===== config.mk =====
export PLATFORM = sky130hd
export DESIGN_NAME = ecmul_regfile
export DESIGN_NICKNAME = d
export VERILOG_FILES = /design/src/rtl/ecmul_regs_pkg.sv /design/src/rtl/ecmul_oper_bank.sv /design/src/rtl/ecmul_launch.sv /design/src/rtl/ecmul_regfile.sv
export SDC_FILE = /design/constraint.sdc
export NUM_CORES = 1
export LEC_CHECK = 0
export BUFFER_PORTS_ARGS = -buffer_cell sky130_fd_sc_hd__buf_2
export CORE_AREA = 4 4 329 331
export DETAILED_ROUTE_END_ITERATION = 12
export DIE_AREA = 0 0 333 335
export PLACE_DENSITY = 0.61
export SLEW_MARGIN = 0
export SYNTH_ARGS = -nofsm -noshare
export SYNTH_HDL_FRONTEND = slang
export SYNTH_SLANG_ARGS = --single-unit

===== constraint.sdc =====
create_clock -name clk -period 1.3 [get_ports clk]
set_clock_uncertainty 0.05 [all_clocks]
set_input_delay 0.26 -clock clk [delete_from_list [all_inputs] [get_ports clk]]
set_output_delay 0.26 -clock clk [all_outputs]
set_load 0.01 [all_outputs]

===== src/rtl/ecmul_regs_pkg.sv =====
package ecmul_regs_pkg;
  localparam int DATA_W     = 32;
  localparam int ADDR_W     = 6;
  localparam int OPER_WORDS = 8;

  localparam int ADR_NAME0  = 'h00;
  localparam int ADR_NAME1  = 'h01;
  localparam int ADR_VER    = 'h02;
  localparam int ADR_CTRL   = 'h08;
  localparam int ADR_STAT   = 'h09;
  localparam int ADR_BANK_K = 'h20;
  localparam int ADR_BANK_X = 'h28;
  localparam int ADR_BANK_Y = 'h30;

  localparam int GO_BIT     = 1;
  localparam int VALID_BIT  = 1;

  localparam logic [31:0] ID_NAME0 = 32'h6563_6D75;
  localparam logic [31:0] ID_NAME1 = 32'h6C32_3536;
  localparam logic [31:0] ID_VER   = 32'h0001_0000;
endpackage


===== src/rtl/ecmul_oper_bank.sv =====
module ecmul_oper_bank #(
  parameter int DATA_W = 32,
  parameter int WORDS  = 8,
  localparam int IDX_W = (WORDS > 1) ? $clog2(WORDS) : 1,
  localparam int FLAT_W = DATA_W * WORDS
) (
  input  logic              clk,
  input  logic              rst_n,
  input  logic              wr_en,
  input  logic [IDX_W-1:0]  wr_idx,
  input  logic [DATA_W-1:0] wr_data,
  input  logic              ld_en,
  input  logic [FLAT_W-1:0] ld_data,
  input  logic [IDX_W-1:0]  rd_idx,
  output logic [DATA_W-1:0] rd_data,
  output logic [FLAT_W-1:0] flat
);
  logic [DATA_W-1:0] word_q [WORDS];
  logic [DATA_W-1:0] word_d [WORDS];

  for (genvar i = 0; i < WORDS; i++) begin : g_word
    always_comb begin
      word_d[i] = word_q[i];
      if (ld_en)
        word_d[i] = ld_data[i*DATA_W +: DATA_W];
      else if (wr_en && (wr_idx == IDX_W'(i)))
        word_d[i] = wr_data;
    end

    always_ff @(posedge clk or negedge rst_n) begin
      if (!rst_n) word_q[i] <= '0;
      else        word_q[i] <= word_d[i];
    end

    assign flat[i*DATA_W +: DATA_W] = word_q[i];
  end

  assign rd_data = word_q[rd_idx];

  // bank contents change only through a load or a write
  a_r6_bank_hold: assert property (@(posedge clk) disable iff (!rst_n)
    (!ld_en && !wr_en) |=> $stable(flat));
endmodule


===== src/rtl/ecmul_launch.sv =====
module ecmul_launch (
  input  logic clk,
  input  logic rst_n,
  input  logic ctrl_wr,
  input  logic go_in,
  input  logic eng_done,
  output logic go_q,
  output logic eng_start,
  output logic valid
);
  logic go_d, start_q, start_d, valid_q, valid_d, fire;

  always_comb begin
    fire    = ctrl_wr && go_in && !go_q;
    go_d    = ctrl_wr ? go_in : go_q;
    start_d = fire;
    valid_d = valid_q;
    if (fire)          valid_d = 1'b0;
    else if (eng_done) valid_d = 1'b1;
  end

  always_ff @(posedge clk or negedge rst_n) begin
    if (!rst_n) begin
      go_q    <= 1'b0;
      start_q <= 1'b0;
      valid_q <= 1'b0;
    end else begin
      go_q    <= go_d;
      start_q <= start_d;
      valid_q <= valid_d;
    end
  end

  assign eng_start = start_q;
  assign valid     = valid_q;

  a_r4_single_pulse: assert property (@(posedge clk) disable iff (!rst_n)
    eng_start |=> !eng_start);
  a_r4_no_rearm: assert property (@(posedge clk) disable iff (!rst_n)
    (go_q && ctrl_wr) |=> !eng_start);
  a_r5_clear_on_start: assert property (@(posedge clk) disable iff (!rst_n)
    eng_start |-> !valid);
  a_r5_set_on_done: assert property (@(posedge clk) disable iff (!rst_n)
    (eng_done && !ctrl_wr) |=> valid);
endmodule


===== src/rtl/ecmul_regfile.sv =====
module ecmul_regfile
  import ecmul_regs_pkg::*;
#(
  parameter int P_DATA_W = DATA_W,
  parameter int P_ADDR_W = ADDR_W,
  parameter int P_WORDS  = OPER_WORDS,
  localparam int IDX_W   = $clog2(P_WORDS),
  localparam int OPER_W  = P_DATA_W * P_WORDS
) (
  input  logic                clk,
  input  logic                rst_n,
  input  logic                sel,
  input  logic                wr,
  input  logic [P_ADDR_W-1:0] addr,
  input  logic [P_DATA_W-1:0] wdata,
  output logic [P_DATA_W-1:0] rdata,
  output logic [OPER_W-1:0]   eng_scalar,
  output logic                eng_start,
  input  logic                eng_done,
  input  logic [OPER_W-1:0]   eng_res_x,
  input  logic [OPER_W-1:0]   eng_res_y
);
  localparam logic [P_ADDR_W-1:0] A_K = P_ADDR_W'(ADR_BANK_K);
  localparam logic [P_ADDR_W-1:0] A_X = P_ADDR_W'(ADR_BANK_X);
  localparam logic [P_ADDR_W-1:0] A_Y = P_ADDR_W'(ADR_BANK_Y);

  logic wr_en, rd_en, k_hit, x_hit, y_hit, ctrl_wr, mapped;
  logic go_q, valid;
  logic [IDX_W-1:0]    word_idx;
  logic [P_DATA_W-1:0] k_rd, x_rd, y_rd, rd_d, rd_next, rdata_q;
  logic [OPER_W-1:0]   x_flat, y_flat;

  assign wr_en    = sel && wr;
  assign rd_en    = sel && !wr;
  assign word_idx = addr[IDX_W-1:0];
  assign k_hit    = addr[P_ADDR_W-1:IDX_W] == A_K[P_ADDR_W-1:IDX_W];
  assign x_hit    = addr[P_ADDR_W-1:IDX_W] == A_X[P_ADDR_W-1:IDX_W];
  assign y_hit    = addr[P_ADDR_W-1:IDX_W] == A_Y[P_ADDR_W-1:IDX_W];
  assign ctrl_wr  = wr_en && (addr == P_ADDR_W'(ADR_CTRL));

  ecmul_oper_bank #(.DATA_W(P_DATA_W), .WORDS(P_WORDS)) u_bank_k (
    .clk(clk), .rst_n(rst_n),
    .wr_en(wr_en && k_hit), .wr_idx(word_idx), .wr_data(wdata),
    .ld_en(1'b0), .ld_data('0),
    .rd_idx(word_idx), .rd_data(k_rd), .flat(eng_scalar));

  ecmul_oper_bank #(.DATA_W(P_DATA_W), .WORDS(P_WORDS)) u_bank_x (
    .clk(clk), .rst_n(rst_n),
    .wr_en(1'b0), .wr_idx(word_idx), .wr_data(wdata),
    .ld_en(eng_done), .ld_data(eng_res_x),
    .rd_idx(word_idx), .rd_data(x_rd), .flat(x_flat));

  ecmul_oper_bank #(.DATA_W(P_DATA_W), .WORDS(P_WORDS)) u_bank_y (
    .clk(clk), .rst_n(rst_n),
    .wr_en(1'b0), .wr_idx(word_idx), .wr_data(wdata),
    .ld_en(eng_done), .ld_data(eng_res_y),
    .rd_idx(word_idx), .rd_data(y_rd), .flat(y_flat));

  ecmul_launch u_launch (
    .clk(clk), .rst_n(rst_n),
    .ctrl_wr(ctrl_wr), .go_in(wdata[GO_BIT]), .eng_done(eng_done),
    .go_q(go_q), .eng_start(eng_start), .valid(valid));

  always_comb begin
    rd_d   = '0;
    mapped = 1'b1;
    if (k_hit)      rd_d = k_rd;
    else if (x_hit) rd_d = x_rd;
    else if (y_hit) rd_d = y_rd;
    else begin
      case (addr)
        P_ADDR_W'(ADR_NAME0): rd_d = P_DATA_W'(ID_NAME0);
        P_ADDR_W'(ADR_NAME1): rd_d = P_DATA_W'(ID_NAME1);
        P_ADDR_W'(ADR_VER):   rd_d = P_DATA_W'(ID_VER);
        P_ADDR_W'(ADR_CTRL):  rd_d[GO_BIT] = go_q;
        P_ADDR_W'(ADR_STAT):  rd_d[VALID_BIT] = valid;
        default:              mapped = 1'b0;
      endcase
    end
    rd_next = rd_en ? rd_d : rdata_q;
  end

  always_ff @(posedge clk or negedge rst_n) begin
    if (!rst_n) rdata_q <= '0;
    else        rdata_q <= rd_next;
  end

  assign rdata = rdata_q;

  a_r7_unmapped_zero: assert property (@(posedge clk) disable iff (!rst_n)
    (rd_en && !mapped) |=> (rdata == '0));
  a_r7_hold_idle: assert property (@(posedge clk) disable iff (!rst_n)
    !rd_en |=> $stable(rdata));
  a_r6_x_capture: assert property (@(posedge clk) disable iff (!rst_n)
    eng_done |=> (x_flat == $past(eng_res_x)));
  a_r6_y_capture: assert property (@(posedge clk) disable iff (!rst_n)
    eng_done |=> (y_flat == $past(eng_res_y)));
endmodule


# Word-level counts from Yosys, hierarchy flattened
# Index checks and enable logic that the tools add are counted.
[totals] register_bits=803 in_bits=555 wordCells=80
[classes] order_cmp=1 eq_ne=14 n_mux=17 bitwise_logic=1 reduce_logical=19
[op_table] operator="$bmux 32 s3" count=3
[op_table] operator="$mux 32" count=9
[op_table] operator="$pmux 29 s3" count=1
[op_table] operator="$eq 3x3->1 const B" count=7
[op_table] operator="$logic_and 1x1->1" count=14
[op_table] operator="$eq 6x4->1 const B" count=2
[op_table] operator="$eq 3x2->1 const B" count=2
[op_table] operator="$eq 6x1->1 const B" count=1
[op_table] operator="$eq 6x2->1 const B" count=1
[op_table] operator="$logic_not 6->1" count=1
[op_table] operator="$ge 4x4->1 const B" count=1
[op_table] operator="$not 3->4" count=1
[op_table] operator="$eq 3x1->1 const B" count=1
[op_table] operator="$logic_not 3->1" count=1
[op_table] operator="$mux 1" count=3
[op_table] operator="$pmux 1 s3" count=1
[op_table] operator="$logic_not 1->1" count=2
[op_table] operator="$reduce_bool 2->1" count=1

# Depth between registers and ports, before layout
[depth] depth_word=7 depth_mapped=9 depth_no_buf=5

# Hierarchy
# From an unflattened synthesis, not the netlist that was laid out.
[unflattened] cells_unflattened=4022 hier_area_um2=44401.3
[by_module_without_submodules] mod="ecmul_oper_bank" instances=3 cells_each=1266 area_each_um2=14108.5 seq_area_each_um2=6406.1
[by_module_without_submodules] mod="ecmul_regfile" instances=1 cells_each=216 area_each_um2=1975.6 seq_area_each_um2=800.8
[by_module_without_submodules] mod="ecmul_launch" instances=1 cells_each=8 area_each_um2=100.1 seq_area_each_um2=75.1

# Least setup slack after synthesis
# No wires, ideal clock.
[synth_timing] path_kind="input to register" start="input port addr[0]" end="register rdata_q[25], in the netlist rdata[25]" arrival_ns=1.660 required_time_ns=1.126 path_slack_ns=-0.534 cell_stages=6 cell_sequence="buf_4 buf_2 mux4_2 a22oi_1 nor3_1 a211o_1"
[synth_between] elab_chain_len=7 word_cells_on_any_way=13 classes_between="mux: 12; bitwise: 1"
[synth_lines] element="start, declared" line="ecmul_regfile.sv:14" source="input logic [P_ADDR_W-1:0] addr,"
[synth_lines] element="$not 3->4 (not written as such) (*)" line="ecmul_oper_bank.sv:38" source="assign rd_data = word_q[rd_idx];"
[synth_lines] element="$bmux 32 s3" line="ecmul_oper_bank.sv:38"
[synth_lines] element="$mux 32 (not written as such) (2 in a row)" line="ecmul_oper_bank.sv:38"
[synth_lines] element="$mux 32" line="ecmul_regfile.sv:69" source="else if (y_hit) rd_d = y_rd;"
[synth_lines] element="$mux 32" line="ecmul_regfile.sv:68" source="else if (x_hit) rd_d = x_rd;"
[synth_lines] element="$mux 32 (*)" line="ecmul_regfile.sv:67" source="if (k_hit) rd_d = k_rd;"
[synth_lines] element="end signal, assigned" line="ecmul_regfile.sv:85" source="else rdata_q <= rd_next;"
[synth_lines] element="end, declared" line="ecmul_regfile.sv:30" source="logic [P_DATA_W-1:0] k_rd, x_rd, y_rd, rd_d, rd_next, rdata_q;"
# Mark *: on every way between the ends. The rest lies on a longest branch, timed or not. The select of a mux whose other input is x is not followed.
# A chain may end at the register's enable or synchronous reset.

# Final worst setup path
[layout_timing] start="register u_bank_k.word_q, in the netlist u_bank_k.flat[102]" end="register rdata_q[6], in the netlist rdata[6]"
[layout_between] elab_chain_len=4
[layout_lines] element="start, declared" line="ecmul_oper_bank.sv:18" source="logic [DATA_W-1:0] word_q [WORDS];"
[layout_lines] element="start signal, assigned by index" line="ecmul_oper_bank.sv:32" source="else word_q[i] <= word_d[i];"
[layout_lines] element="$bmux 32 s3" line="ecmul_oper_bank.sv:38"
[layout_lines] element="$mux 32 (not written as such) (2 in a row)" line="ecmul_oper_bank.sv:38"
[layout_lines] element="$mux 32" line="ecmul_regfile.sv:67"
# No other way between the ends. The select of a mux whose other input is x is not followed.

==> flow_metrics.env <==
export IMPL_tightest_slew_ps=608
export IMPL_post_route_period_util_pct=136
export IMPL_crit_slowest_cell="dfrtp_1"
export IMPL_yosysWarnings=0
export IMPL_endpoint="rdata[6]"
export IMPL_yosys_top_cells_area="dfrtp_1 56%, mux2_2 24%, mux2i_1 6.0%, o221ai_1 2.0%, mux4_2 1.6%"
export IMPL_cp_num_cells=7
export IMPL_antenna_found_initial=34
export IMPL_worstSetupPathType="flip-flop to flip-flop"
export IMPL_start_util_pct=34.2
export IMPL_drtIter0Drc=2418
export IMPL_ir_drop_v=0.000991
export IMPL_drt_pass1_iter_count=6
export IMPL_worstPathArrival_ps=2270
export IMPL_syn_nets=3062
export IMPL_finalPower_uw=74500
export IMPL_drc=0
export IMPL_crit_required_ps=1800
export IMPL_drive_above_1_share_pct=61.7
export IMPL_clock_fmax_mhz=565
export IMPL_rsz0062_at_grt="yes"
export IMPL_overflow=0
export IMPL_hold_viol=0
export IMPL_worstPathCellList="buf_4 -> buf_4 -> mux2i_2 -> o22ai_2 -> o221ai_2 -> buf_4 -> a41oi_2"
export IMPL_async_flop_share_pct=100
export IMPL_grt_max_degree=80
export IMPL_critPathTopFamily="flip-flops"
export IMPL_postSynthCellCount=2507
export IMPL_seqPwrFrac_pct=39.4
export IMPL_wl_met3_um=14500
export IMPL_p_leak_uw=0.0290
export IMPL_synth_seq_area_share_pct=56.0
export IMPL_cp_common_cell="buf_4"
export IMPL_hold_slack_ps=71.1
export IMPL_ys_types=50
export IMPL_r2r_slack_ps=-470
export IMPL_die_x_um=333
export IMPL_fin_setup_tns_ps=-155030
export IMPL_period_minus_slack_ps=1770
export IMPL_ios=844
export IMPL_drt_met1_wl_um=72100
export IMPL_routabilityCongestion=0.890
export IMPL_r2r_start="u_bank_k.flat[102]"
export IMPL_ant_nets=0
export IMPL_cts_sinks=803
export IMPL_crit_path_end_kind="flip-flop"
export IMPL_routed_wl_met2_um=86200
export IMPL_die_h_um=335
export IMPL_rows=119
export IMPL_synth_edff_count=0
export IMPL_track_usage_pct=30.8
export IMPL_cellInternalPower_uw=53700
export IMPL_final_nets=5184
export IMPL_die_area_um2=112000
export IMPL_slowest_delay_ps=490
export IMPL_switchingPower_uw=20800
export IMPL_clkPwrFrac_pct=38.3
export IMPL_wire_per_inst_um=30.5
export IMPL_status="finished with violations"
export IMPL_h_tree_depth=3
export IMPL_cp_num_buf_inv=3
export IMPL_vias_per_cell=5.44
export IMPL_grt_pass1_vias=35200
export IMPL_clkSlewWorstSetupHoldPaths_ps=70
export IMPL_violations="setup timing"
export IMPL_worstSkewPairLatency_ps=680
export IMPL_netlist_area_um2=35900
export IMPL_cts_buffer_depth=3
export IMPL_netSwitchingFraction_pct=28.0
export IMPL_portBuffers=843
export IMPL_via_count=33300
export IMPL_cts_buffers=92
export IMPL_crit_start="u_bank_k.flat[102]"
export IMPL_fin_ws_ps=-471
export IMPL_combPwrFrac_pct=22.2
export IMPL_n_fill_cell=7673
export IMPL_area_growth_pct=74.5
export IMPL_max_cap_violations=0
export IMPL_ys_flop_type="dfrtp_1"
export IMPL_r2r_cells=7
export IMPL_max_slew_margin_pct=59.4
export IMPL_core_um2=105000
export IMPL_worstPathMaxFanout=2
export IMPL_cts_root_buf="clkbuf_16"
export IMPL_dp_slack_ps=-1530
export IMPL_hpwl_um=121000
export IMPL_synth_top_area_share_pct=56.0
export IMPL_rr_endpoint="rdata[6]"
export IMPL_topRoutingLayerUsed="met5"
export IMPL_grt_first_pass_wirelength_um=251000
export IMPL_hp_class="primary input to flip-flop"
export IMPL_regArea_um2=20100
export IMPL_cts_tree="yes"
export IMPL_setup_violations_final=577
export IMPL_multiInputGateArea_um2=17200
export IMPL_power_density_nw_per_um2=1190
export IMPL_yosysTopAreaCell="dfrtp_1"
export IMPL_postSynthAreaPerCell_um2=14.3
export IMPL_yosys_register_bits=803
export IMPL_cp_start_kind="flip-flop"
export IMPL_fin_util_pct=59.6
export IMPL_finalWirelength_um=187000
export IMPL_slew_viol_final=0
==> cell type report <==
| type | instances | share of cell area (%) |
|---|---|---|
| timing repair buffer | 2216 | 32.3 |
| clock inverter | 35 | 0.843 |
| clock buffer | 138 | 4.45 |
| antenna | 33 | 0.132 |
| sequential | 803 | 32.1 |
| inverter | 7 | 0.0439 |
| tap | 1391 | 2.78 |
| multi-input combinational | 1509 | 27.4 |
==> how the worst min path moves through the flow <==
stage                     startpoint                  to  slack [ps]  cells after the start
after global placement         rst_n           rdata[31]         280                      2
after CTS                   eng_done   u_bank_x.flat[68]          40                      3
after floorplan                rst_n            rdata[0]         -90                      0
final                       eng_done  u_bank_x.flat[132]          70                      3
after global routing        eng_done  u_bank_x.flat[254]          60                      3
after detailed placement       rst_n  u_bank_x.flat[159]         270                      2
==> synth_stat cells, types with 4 or more instances <==
master / n
o211ai_1: 11
a211oi_1: 26
mux2_2: 765
nor2b_1: 5
a22oi_1: 24
nand2b_1: 8
buf_6: 4
mux4_2: 25
nor2_1: 76
inv_1: 6
o21a_1: 5
nor3_1: 5
buf_1: 5
o21ai_0: 26
dfrtp_1: 803
a41oi_1: 21
buf_2: 92
mux2i_1: 215
o22ai_1: 84
buf_4: 31
nand2_1: 16
a211o_1: 5
a31oi_1: 6
clkbuf_1: 56
o221ai_1: 83
a21oi_1: 25
mux2_1: 43
==> sequential cells by signal, indices dropped and copies added (netlist names) <==
register	cells
u_launch.eng_start	1
u_bank_x.flat	256
u_bank_y.flat	256
rdata	32
u_bank_k.flat	256
u_launch.go_q	1
u_launch.valid	1
==> power groups by stage <==
stage | Sequential, uW | Clock [uW] | Combinational, uW
2_1_floorplan | 29300 | 0 | 4760
3_3_place_gp | 29400 | 0 | 11200
3_5_place_dp | 29400 | 0 | 11300
4_1_cts | 29100 | 28700 | 15100
5_1_grt | 29500 | 29800 | 17300
6_report | 29400 | 28600 | 16600
==> layer usage <==
metal / vias up / track usage [%]
li1: 13700 / -
met1: 16900 / 38.4
met2: 1971 / 49.5
met3: 718 / 6.93
met4: 6 / 17.9
met5: - / 0
==> cell usage in the layout (no fill, tap or decap), types with 12 or more instances in the layout <==
master / n
mux2i_4: 16
o221ai_1: 32
mux2_4: 168
a41oi_2: 19
mux2i_1: 163
nor2_1: 62
a211oi_2: 14
o221ai_4: 12
dfrtp_1: 796
a21oi_1: 18
clkbuf_16: 99
o22ai_2: 27
buf_16: 16
diode_2: 33
clkbuf_1: 15
buf_8: 12
buf_6: 521
mux2_2: 630
dlygate4sd3_1: 545
buf_4: 465
o21ai_0: 15
o22ai_1: 51
mux2i_2: 36
buf_2: 560
a22oi_1: 20
clkbuf_8: 31
o221ai_2: 39
buf_12: 87
mux4_2: 25
==> per-stage QoR <==
stage,cell area (um^2),cells
2_1_floorplan,36600,2507
3_3_place_gp,46100,5086
3_5_place_dp,46100,5086
4_1_cts,60300,5997
5_1_grt,62600,6124
6_report,62700,6132
==> logic make-up (layout without fill, tap and decap cells) <==
kind of cell / after synthesis / after routing / synth area share, %
other cells: 0 / 33 / 0
mux: 1048 / 1048 / 32.9
compound gates: 328 / 328 / 6.63
buf+inv: 195 / 2396 / 2.77
flops: 803 / 803 / 56.0
simple gates: 133 / 133 / 1.75
==> repair_timing <==
| item | in CTS | in global routing |
|---|---|---|
| pin swaps | 70 | 67 |
| setup endpoints to repair | 565 | 578 |
| gates resized for setup | 844 | 291 |
| buffers inserted | 176 | 103 |
| gates cloned | 19 | 9 |
| hold buffers | 545 | 0 |
| endpoints found under the hold margin | 1573 | 0 |
==> worst reg2reg max path: stages (launching register included) <==
cell	delay, ps
dfrtp_1	490
buf_4	200
buf_4	130
mux2i_2	180
o22ai_2	120
o221ai_2	210
buf_4	160
a41oi_2	100
(Power assumes the default switching activity.)
